`src/rtl/mpu_pkg.sv`:
```
// Shared encodings for the memory protection checker.
// Assumes the access-kind code doubles as the right offset inside a master's
// three-bit permission group.
package mpu_pkg;
    typedef enum logic [1:0] {
        KIND_READ  = 2'd0,
        KIND_WRITE = 2'd1,
        KIND_EXEC  = 2'd2,
        KIND_NONE  = 2'd3
    } acc_kind_e;

    typedef enum logic [1:0] {
        SEL_START = 2'd0,
        SEL_END   = 2'd1,
        SEL_ATTR  = 2'd2,
        SEL_NONE  = 2'd3
    } cfg_sel_e;

    localparam int RIGHTS_PER_MASTER = 3;
endpackage

```
`src/rtl/mpu_region.sv`:
```
// One protection region: holds bounds and rights, and reports whether the
// current access falls inside it and whether it grants the requested right.
// Assumes 1 + 3*NUM_MASTERS <= ADDR_W so the attribute word fits the bus.
module mpu_region
    import mpu_pkg::*;
#(
    parameter int ADDR_W      = 32,
    parameter int GRAN_BITS   = 5,
    parameter int NUM_MASTERS = 3,
    parameter int MID_W       = 2
) (
    input  logic              clk,
    input  logic              rst_n,
    input  logic              wr_en,
    input  logic [1:0]        wr_sel,
    input  logic [ADDR_W-1:0] wr_data,
    input  logic [ADDR_W-1:0] acc_addr,
    input  logic [MID_W-1:0]  acc_master,
    input  logic [1:0]        acc_kind,
    output logic              hit,
    output logic              grant
);
    localparam int BLK_W  = ADDR_W - GRAN_BITS;
    localparam int PERM_W = RIGHTS_PER_MASTER * NUM_MASTERS;

    logic [BLK_W-1:0]  start_blk;
    logic [BLK_W-1:0]  end_blk;
    logic              valid_q;
    logic [PERM_W-1:0] perm_q;
    logic [BLK_W-1:0]  acc_blk;
    logic              perm_bit;

    // Store region fields on a register write.
    always_ff @(posedge clk) begin
        if (!rst_n) begin
            start_blk <= '0;
            end_blk   <= '0;
            valid_q   <= 1'b0;
            perm_q    <= '0;
        end else if (wr_en) begin
            case (cfg_sel_e'(wr_sel))
                SEL_START: start_blk <= wr_data[ADDR_W-1:GRAN_BITS];
                SEL_END:   end_blk   <= wr_data[ADDR_W-1:GRAN_BITS];
                SEL_ATTR: begin
                    valid_q <= wr_data[0];
                    perm_q  <= wr_data[PERM_W:1];
                end
                default: ;
            endcase
        end
    end

    assign acc_blk = acc_addr[ADDR_W-1:GRAN_BITS];
    // Inclusive block-range match; an inverted range can never satisfy both sides.
    assign hit = valid_q && (acc_blk >= start_blk) && (acc_blk <= end_blk);

    // Select the requested right of the requesting master.
    always_comb begin
        perm_bit = 1'b0;
        for (int m = 0; m < NUM_MASTERS; m++) begin
            if (acc_master == MID_W'(m) && acc_kind != KIND_NONE)
                perm_bit = perm_q[RIGHTS_PER_MASTER * m + int'(acc_kind)];
        end
    end

    assign grant = hit && perm_bit;


    inverted_range_chk: assert property (@(posedge clk) disable iff (!rst_n)
        (start_blk > end_blk) |-> !hit);
endmodule

```
`config.mk`:
```
export PLATFORM = sky130hd
export DESIGN_NAME = mpu_region
export DESIGN_NICKNAME = d
export VERILOG_FILES = /design/src/rtl/mpu_pkg.sv /design/src/rtl/mpu_region.sv
export SDC_FILE = /design/constraint.sdc
export NUM_CORES = 1
export LEC_CHECK = 0
export ABC_AREA = 1
export BUFFER_PORTS_ARGS = -buffer_cell sky130_fd_sc_hd__buf_2
export CORE_MARGIN = 2
export CORE_UTILIZATION = 25
export CTS_CLUSTER_DIAMETER = 200
export DETAILED_ROUTE_END_ITERATION = 10
export SYNTH_ARGS = -nofsm -noshare
export SYNTH_HDL_FRONTEND = slang
export SYNTH_SLANG_ARGS = --single-unit
```
`constraint.sdc`:
```
create_clock -name clk -period 4.04 [get_ports clk]
set_clock_uncertainty 0.15 [all_clocks]
set_input_delay 0.404 -clock clk [delete_from_list [all_inputs] [get_ports clk]]
set_output_delay 0.404 -clock clk [all_outputs]
set_load 0.01 [all_outputs]
```
==> results of run 1 <==
==> worst max-delay path: stages, from the launching register on <==
cell	delay (ns)
dfxtp_1	0.30
inv_1	0.05
ha_1	0.29
nand2_1	0.07
nor2_1	0.16
nand4_1	0.16
nor2_1	0.21
nand4_1	0.10
nand2_1	0.08
nand3_1	0.12
nor2_1	0.11
buf_2	0.13
==> worst paths after layout <==
check | endpoint | slack, ns
worst min register to register | start_blk[5]$_SDFFE_PN0P_ | 0.31
worst min-delay path | perm_q[2]$_SDFFE_PN0P_ | 0.14
worst max-delay path | grant | 1.36
worst max register to register | perm_q[8]$_SDFFE_PN0P_ | 3.23
==> power by group <==
group          internal (mW)  switching [mW]
Combinational          0.117           0.164
Sequential             0.665         0.00978
Clock                  0.443           0.279
Total                   1.22           0.453
==> metal layers <==
layer	wire length, um	up-vias	part of all wire (%)
met5	0	-	0
met4	172	0	1.9
met3	407	12	4.5
met2	4150	51	45
met1	4411	1460	48
li1	-	1869	-
==> layout make-up <==
class | instances | area share (%)
sequential | 64 | 27.98
inverter | 82 | 6.721
clock buffer | 12 | 5.601
clock inverter | 3 | 0.3825
timing repair buffer | 70 | 7.705
tap | 188 | 5.137
multi-input combinational | 363 | 46.48
==> registers in the layout, indices dropped and copies added (netlist names) <==
name       count
end_blk       27
valid_q        1
start_blk     27
perm_q         9
==> logic make-up (layout without fill, tap and decap cells) <==
kind of cell,count (synthesis),after routing,synth area share (%)
buffers and inverters,100,167,10.04
DFF,64,64,33.81
adders and majority gates,56,56,18.49
AOI/OAI and AO/OA,153,153,21.03
and+or+nand+nor,154,154,16.64
==> cells in the final DEF (no fill, tap or decap) <==
| master | count |
|---|---|
| and2_1 | 2 |
| buf_2 | 69 |
| buf_4 | 1 |
| dfxtp_1 | 64 |
| a21oi_1 | 74 |
| nand2_1 | 83 |
| clkbuf_8 | 2 |
| clkbuf_16 | 9 |
| o21ai_0 | 33 |
| nand3_1 | 9 |
| nor2_1 | 45 |
| clkinvlp_4 | 1 |
| a21oi_2 | 2 |
| clkbuf_1 | 1 |
| nor2_2 | 1 |
| o211ai_1 | 1 |
| ha_1 | 56 |
| nor3_1 | 2 |
| nand4_1 | 11 |
| inv_2 | 4 |
| inv_1 | 78 |
| a21o_1 | 6 |
| a22oi_1 | 1 |
| clkinv_2 | 2 |
| a31o_2 | 1 |
| nor3b_1 | 1 |
| o21ai_1 | 35 |
==> stage by stage <==
step,setup WS (ns),total power [mW],hold slack [ns],instance area (um^2),util [%]
after floorplan,2.024,0.8780,0.2826,3790,-
after global placement,1.512,0.9699,0.2957,4305,28.64
after detailed placement,1.517,0.9737,0.3017,4305,28.64
after CTS,1.333,1.703,0.1280,4579,30.46
after global routing,1.150,1.784,0.1504,4579,30.46
final,1.364,1.678,0.1357,4579,30.46
==> run metrics, run 1 <==
H-tree depth 3; hpwl dp just under 7 mm; Net Count, Synth ~660; Avg Synthesized Cell Area 7.191 um^2; RSZ-0062 raised after global routing false; Leakage Power 2.077 nW; R2R cell count 2; cell taking the most area after synthesis dfxtp_1; commonest cells in the netlist 83 x nand2_1, 78 x inv_1, 74 x a21oi_1; total track usage 12.31%; CTS buffer count 9; GR Layer Usage met3 3.518%; post-cts sizing count 0; die area 16,160 um^2; CTS tree yes; Yosys top cell area share between 30% and 40%; Worst Hold Class primary input to register; Post-synth EDFFs 0; Die W roughly 130 um; Iteration-0 DRC Markers 98; Post-synth top flop dfxtp_1; vias in the first global route approximately 3,300; share of post-route cells with drive strength above 1 15.49%; clk sinks between 60 and 70; cell types occupying the most area after synthesis dfxtp_1 34%, ha_1 18%, a21oi_1 9.8%; Hold Fails Final Rpt 0; fin. max-slew vios 0; largest net degree at the start of global routing between 60 and 70; FF+latch area 1281 um^2; PwrDens around 370 nW/um^2; filler instances between 1,500 and 2,000; Least-Margin Pin Slew a little under 1 ns; drt via density 4.338; setup TNS 0 ns; final net count between 700 and 800; RePlAce Congestion between 0.8 and 0.9; drt first pass iters 4; total routed wirelength 9.142 mm; first-pass GRT wire length 15.74 mm; cells after synthesis 527; Slew HR approximately a third; Clk Latency, worst-skew pair 0.34 ns; WS Path Type register to primary output; clk slew on worst S/H paths around 0.050 ns; M1 GR Usage between 10% and 20%; Tcrit/Tclk final 66.25%; PortBufs 69; Die Span Y approximately 130 um; Final min period 2.676 ns; CTS root buf clkbuf_16; Highest Clock Rate between 0.3 and 0.4 GHz; most common cell in the netlist nand2_1; crit path from end_blk[18]$_SDFFE_PN0P_; gr busiest metal met2; Row Count 45; Starting Density around a quarter; GR Util met2 between 20% and 30%; CP Launch Type register; Hold Crit Start wr_data[3]; Mapped Area between 3000 and 4000 um^2; CP arrival about 2.1 ns; CP Capture Type primary output; # IOs 75; FFs w/ async S/R, synth 0%; MaxCap Viol Count 0; synth warn 0; Post-CTS Setup Inserts 0; initial antenna violation count 0; core area about 15,000 um^2; drt wl/cell 11.69 um; CP max FO 2; status complete, no violations; hold path depth 3; post-route antenna net violation count 0; clock buffer depth 2; remaining global-route overflow 0; worst vdd ir roughly 0.20 mV; DR vias 3,392; Req. time, crit path around 3.5 ns; Yosys cell types 22; Critical R2R Launch perm_q[8]$_SDFFE_PN0P_; flops & latches, synth 64; antenna cells 0; Setup Viol. Count Final 0; part of the Yosys area used for sequential elements approximately a third; hold_buf cts 0; Inst Count DP ~770; Final Instance Count excl. Fillers 782; area of the multi-input gates roughly 2100 um^2; area added between synthesis and finish 20.83%; number of remaining DRC errors 0
No activity file was read; power rests on OpenSTA's default activity.
==> inputs of run 2 (changes only) <==
ABC_AREA = 0   (was 1)
clock period = 2.6 ns   (was 4.04 ns; I/O delays follow)
==> run 2 against run 1 <==
Net effect:
- the flow now finishes with violations (setup timing)
- final cell count shrank 1.5%
- cell area grew 15%
- hold slack lost 0.12 ns
- first-iteration DRC count grew 50%
- critical path type unchanged
- die area grew 4.4%
- register-to-register slack lost 1.5 ns
- flip-flop and latch count is the same
- global-route usage grew 0.88 points
- clock power grew 73%
- sequential share of layout area shrank 3.3 points
==> run metrics, run 2 <==
Die Span Y 129.9 um (+2.2%); CTS buffer count 9 (unchanged); CP max FO 3 (+1); H-tree depth 3 (unchanged); CP arrival 2.22 ns (+0.10 ns); share of post-route cells with drive strength above 1 28.93% (+13 points); Avg Synthesized Cell Area 8.380 um^2 (+17%); Highest Clock Rate around 0.38 GHz; Net Count, Synth 602 (-8.2%); FFs w/ async S/R, synth 0% (unchanged); Final min period 2.635 ns; first-pass GRT wire length 16.91 mm (+7.5%); Iteration-0 DRC Markers 147 (+50%); drt wl/cell 13.93 um (+19%); Post-DP Area 4559 um^2 (+5.9%); setup TNS -0.03492 ns (-0.03492 ns); Leakage Power 2.087 nW (+0.49%); total routed wirelength 10.73 mm (+17%); drt first pass iters 6 (+2); WS Path Type register to primary output; Post-synth EDFFs 0 (unchanged); failing checks setup timing; Yosys top cell area share 32.32% (-1.5 points); Tcrit/Tclk final 101.3%; most common cell in the netlist nand2_1; RSZ-0062 raised after global routing true; RePlAce Congestion 0.7513 (-6.4%); worst vdd ir 0.2363 mV (+20%); Hold Fails Final Rpt 0 (unchanged); Row Count 46 (+2.2%); commonest cells in the netlist 113 x nand2_1, 64 x dfxtp_1, 56 x ha_1, 56 x inv_1, 35 x a21boi_1; CP Capture Type primary output; MaxCap Viol Count 0 (unchanged); synth warn 0 (unchanged); Clk Latency, worst-skew pair 0.33 ns (about the same); # IOs 75 (unchanged); Total Power 2.715 mW (+62%); core area 15,710 um^2 (+4.5%); initial antenna violation count 3 (+3); hpwl dp 7.409 mm (+6.9%); CTS tree yes; Worst Hold Class primary input to register; cell types occupying the most area after synthesis dfxtp_1 32%, ha_1 18%, nand2_1 11%; vias in the first global route 3,377 (+0.84%); status finished with violations; Post-synth top flop dfxtp_1; Core Util, Final 33.57% (+3.1 points); Least-Margin Pin Slew 0.6466 ns (-0.3261 ns); Mapped Area 3964 um^2 (+4.6%); Starting Density 25.23% (about the same); drt via density 4.373 (+0.81%); Slew HR 56.76% (+22 points); number of remaining DRC errors 0 (unchanged); PwrDens 514.8 nW/um^2 (+41%); total track usage 13.20% (+0.88 points); DR vias 3,367 (-0.74%); Largest regs end_blk x27, start_blk x27, perm_q x9; post-route setup slack -0.03492 ns (-1.398 ns); remaining global-route overflow 0 (unchanged); die area 16,880 um^2 (+4.4%); cells after synthesis 473 (-10%); largest net degree at the start of global routing 32 (-51%); Die W 129.9 um (+2.2%); final net count 677 (-5.8%); post-route antenna net violation count 0 (unchanged); commonest non-fill, non-tap cell in the layout nand2_1; fin. max-slew vios 0 (unchanged); CP Launch Type register; clk sinks 64 (unchanged); area added between synthesis and finish 33.08%; commonest non-fill, non-tap cells in the layout 112 x nand2_1, 69 x buf_2, 50 x inv_1, 46 x dfxtp_1, 37 x ha_1; Setup Viol. Count Final 1 (+1); part of the Yosys area used for sequential elements 32.32% (-1.5 points); Yosys cell types 41 (+86%); filler instances 1,635 (-0.43%); clk slew on worst S/H paths 0.06 ns (about the same); Final Instance Count excl. Fillers 770 (-1.5%); Req. time, crit path 2.19 ns (-1.30 ns); flops & latches, synth 64 (unchanged); fin area 5275 um^2 (+15%); CTS root buf clkbuf_16; clock buffer depth 2 (unchanged); Inst Count DP 747 (-2.6%); PortBufs 69 (unchanged); cell taking the most area after synthesis dfxtp_1
run 2: cell count changes after synthesis, sizes merged, moves of 26 or more:
cell and delta:
nor2 -42, inv -26, a21boi +55, nand2 +30, a21oi -59, o21ai -64
run 2: final timing paths:
check	startpoint	to	slack [ns]	cells past startpoint
setup / recovery	start_blk[26]$_SDFFE_PN0P_	hit	-0.03	7
hold / removal	wr_data[19]	end_blk[14]$_SDFFE_PN0P_	0.01	3
setup reg to reg	valid_q$_SDFFE_PN0P_	valid_q$_SDFFE_PN0P_	1.77	2
hold reg to reg	end_blk[20]$_SDFFE_PN0P_	end_blk[20]$_SDFFE_PN0P_	0.30	2
run 2: per-stage QoR:
stage | hold WS [ns] | setup WS, ns
floorplan | 0.2448 | 0.5017
global placement | 0.2928 | 0.07719
detailed placement | 0.2958 | 0.07078
CTS | 0.007717 | -0.03366
global route | 0.009521 | -0.1231
finish | 0.01490 | -0.03492
run 2: report_power, final:
group          total [mW]  internal (mW)  switching [mW]
Combinational       0.433          0.205           0.227
Clock                1.25          0.771           0.479
Sequential           1.03           1.02          0.0172
Total                2.72           1.99           0.724
run 2: layer usage:
layer / vias up / GRT usage, % / routed length (um)
met5: - / 0 / 21
met1: 1533 / 16.11 / 4868
li1: 1760 / - / -
met3: 18 / 4.633 / 626
met2: 52 / 21.22 / 4980
met4: 4 / 5.440 / 228
run 2: cell families (layout without fill, tap and decap cells):
group / after synthesis / in the layout / share of synthesized area (%)
flip-flops: 64 / 64 / 32.32
buffers and inverters: 74 / 154 / 7.291
AO/OA/AOI/OAI: 103 / 103 / 19.10
adder cells (fa/ha/maj): 56 / 56 / 17.68
multiplexers: 15 / 15 / 4.924
other: 0 / 1 / 0
AND/OR/NAND/NOR: 161 / 161 / 18.69
run 2: critical path, stage by stage, from the launching register on:
cell	delay, ns
dfxtp_1	0.34
inv_1	0.06
ha_1	0.37
nand3_4	0.14
o41ai_4	0.42
a311oi_4	0.11
a211oi_2	0.27
buf_2	0.17
run 2: timing repair:
item / in CTS / in global routing
endpoints found under the setup margin: 2 / 2
gates cloned: 0 / 0
resized for setup: 48 / 13
buffers inserted: 3 / 3
hold buffers: 0 / 0
pin swaps: 21 / 15
run 2: final cells by class:
class	instances	area (um^2)	share of cell area (%)
Inverter	56	210.2	3.985
Tap cell	216	270.3	5.123
Multi-Input combinational cell	335	2739	51.92
Sequential cell	64	1304	24.72
Clock buffer	10	239.0	4.530
Timing Repair Buffer	82	442.9	8.397
Clock inverter	6	67.56	1.281
Antenna cell	1	2.502	0.04744
==> inputs of run 3 (changes only) <==
GPL_ROUTABILITY_DRIVEN = 0   (was default)
PLACE_DENSITY = 0.47   (was default)
==> run 3 against run 2 <==
Net effect:
- the run still ends with setup timing left
- sequential power about the same
- flip-flop and latch count unchanged
- combinational power down 3%
- utilization up 0.22 points
- cell area up 0.66%
- critical path type unchanged
==> run metrics, run 3 (synthesis results as in run 2) <==
status finished with violations; failing checks setup timing; RSZ-0062 raised after global routing true; die area 16,880 um^2 (unchanged); total routed wirelength 10.59 mm (-1.2%); commonest non-fill, non-tap cells in the layout 112 x nand2_1, 69 x buf_2, 47 x inv_1, 44 x dfxtp_1, 34 x a21boi_1; WS Path Type register to primary output; MaxCap Viol Count 0 (unchanged); Least-Margin Pin Slew 0.9557 ns (+0.3090 ns); total track usage 13.55% (+0.35 points); Critical R2R Launch valid_q$_SDFFE_PN0P_; Final Hold Slack 0.01067 ns (-0.004231 ns); CTS root buf clkbuf_16; Total Power 2.748 mW (+1.2%); crit path from end_blk[13]$_SDFFE_PN0P_; Setup Viol. Count Final 1 (unchanged); number of remaining DRC errors 0 (unchanged); drt wl/cell 13.74 um (-1.4%); clock power share 47.1% (+1.1 points); post-route antenna net violation count 0 (unchanged); remaining global-route overflow 0 (unchanged); R2R cell count 2 (unchanged); commonest non-fill, non-tap cell in the layout nand2_1; setup TNS -0.002530 ns (+0.03239 ns); Worst Hold Class primary input to register; Row Count 46 (unchanged); fin area 5310 um^2 (+0.66%); initial antenna violation count 1 (-2); Die W 129.9 um (unchanged); PortBufs 69 (unchanged); fin. max-slew vios 0 (unchanged); final net count 678 (+0.15%); CP Launch Type register; Highest Clock Rate 0.3842 GHz (+1.2%); DR vias 3,394 (+0.80%); clk sinks 64 (unchanged); worst vdd ir 0.5459 mV (+130%); first-pass GRT wire length 17.54 mm (+3.7%); drt first pass iters 4 (-2); # IOs 75 (unchanged); CP arrival 2.19 ns (-0.03 ns); largest net degree at the start of global routing 65 (+100%); share of post-route cells with drive strength above 1 29.60% (+0.67 points); Iteration-0 DRC Markers 107 (-27%); Critical Path End hit; vias in the first global route 3,646 (+8.0%); clk slew on worst S/H paths 0.05 ns (about the same); CTS tree yes; Post-DP Area 4552 um^2 (-0.16%); CP Capture Type primary output; H-tree depth 3 (unchanged); clock buffer depth 2 (unchanged); hpwl dp 7.701 mm (+3.9%); reg2reg setup slack 1.76 ns (about the same); Final min period 2.603 ns (-0.03239 ns); CTS buffer count 9 (unchanged); Clk Latency, worst-skew pair 0.34 ns (about the same); Worst R2R End valid_q$_SDFFE_PN0P_; Sw Share 25.17% (-1.5 points); sequential power share 37.6% (-0.4 points); internal power 2.056 mW (+3.2%); area added between synthesis and finish 33.96%; Die Span Y 129.9 um (unchanged); Req. time, crit path 2.19 ns (about the same); core area 15,710 um^2 (unchanged); Tcrit/Tclk final 100.1% (-1.2 points); Leakage Power 2.075 nW (-0.57%); dpl ws 0.1090 ns (+0.03817 ns); Slew HR 36.29% (-20 points); Starting Density 25.23% (unchanged); CP max FO 2 (-1); Logic pwr share 15.3% (-0.6 points); Largest regs end_blk x27, start_blk x27, perm_q x9; Hold Fails Final Rpt 0 (unchanged); Net Sw Power 691.7 uW (-4.4%); PwrDens 517.5 nW/um^2 (+0.54%); post-route setup slack -0.002530 ns (+0.03239 ns); drt via density 4.402 (+0.67%)
==> run 3: per-layer routing <==
| metal | global-route usage [%] | up-vias | routed length, um |
|---|---|---|---|
| met3 | 4.428 | 17 | 526 |
| met5 | 0 | - | 0 |
| met4 | 4.491 | 0 | 231 |
| met1 | 16.12 | 1545 | 4789 |
| li1 | - | 1763 | - |
| met2 | 23.07 | 69 | 5044 |
==> run 3: through the flow <==
step | cells | utilization [%]
2_1_floorplan | 473 | -
3_3_place_gp | 746 | 28.97
3_5_place_dp | 746 | 28.97
4_1_cts | 768 | 33.33
5_1_grt | 770 | 33.78
6_report | 771 | 33.80
==> run 3: power groups by stage <==
stage               clock, mW  sequential (mW)  combinational (mW)
CTS                      1.33             1.03               0.415
global placement            0             1.05               0.357
finish                   1.29             1.03               0.420
detailed placement          0             1.05               0.365
floorplan                   0             1.05               0.225
global route             1.38             1.04               0.482
==> run 3: area by class of cell <==
class / count / area, um^2
antenna: 1 / 2.502
clock buffer: 9 / 225.2
clock inverter: 7 / 96.34
fill: 1659 / 10400
inverter: 56 / 210.2
multi-input combinational: 335 / 2744
sequential: 64 / 1306
tap: 216 / 270.3
timing repair buffer: 83 / 455.4
==> run 3: timing repair <==
action,in CTS,in global routing
resized for setup,51,12
pin swaps,25,5
hold buffers,2,0
setup buffers,4,2
endpoints found under the hold margin,2,0
endpoints found under the setup margin,2,2
==> run 3: worst max-delay path, stage by stage (launching register included) <==
cell and delay [ns]:
dfxtp_1 0.34, inv_1 0.07, ha_4 0.26, nand4_1 0.17, nor4_4 0.40, nand2b_1 0.09
o21a_1 0.14, a211oi_2 0.22, buf_2 0.16
==> run 3: worst min-delay path by stage <==
stage                               startpoint                    endpoint  cells past startpoint  slack, ns
CTS                                wr_data[26]    end_blk[21]$_SDFFE_PN0P_                      3     0.0003
finish                             wr_data[26]    end_blk[21]$_SDFFE_PN0P_                      3       0.01
global route                       wr_data[30]    end_blk[25]$_SDFFE_PN0P_                      3      0.006
global placement      end_blk[24]$_SDFFE_PN0P_    end_blk[24]$_SDFFE_PN0P_                      2       0.29
floorplan                          wr_data[18]    end_blk[13]$_SDFFE_PN0P_                      2       0.24
detailed placement  start_blk[13]$_SDFFE_PN0P_  start_blk[13]$_SDFFE_PN0P_                      2       0.30
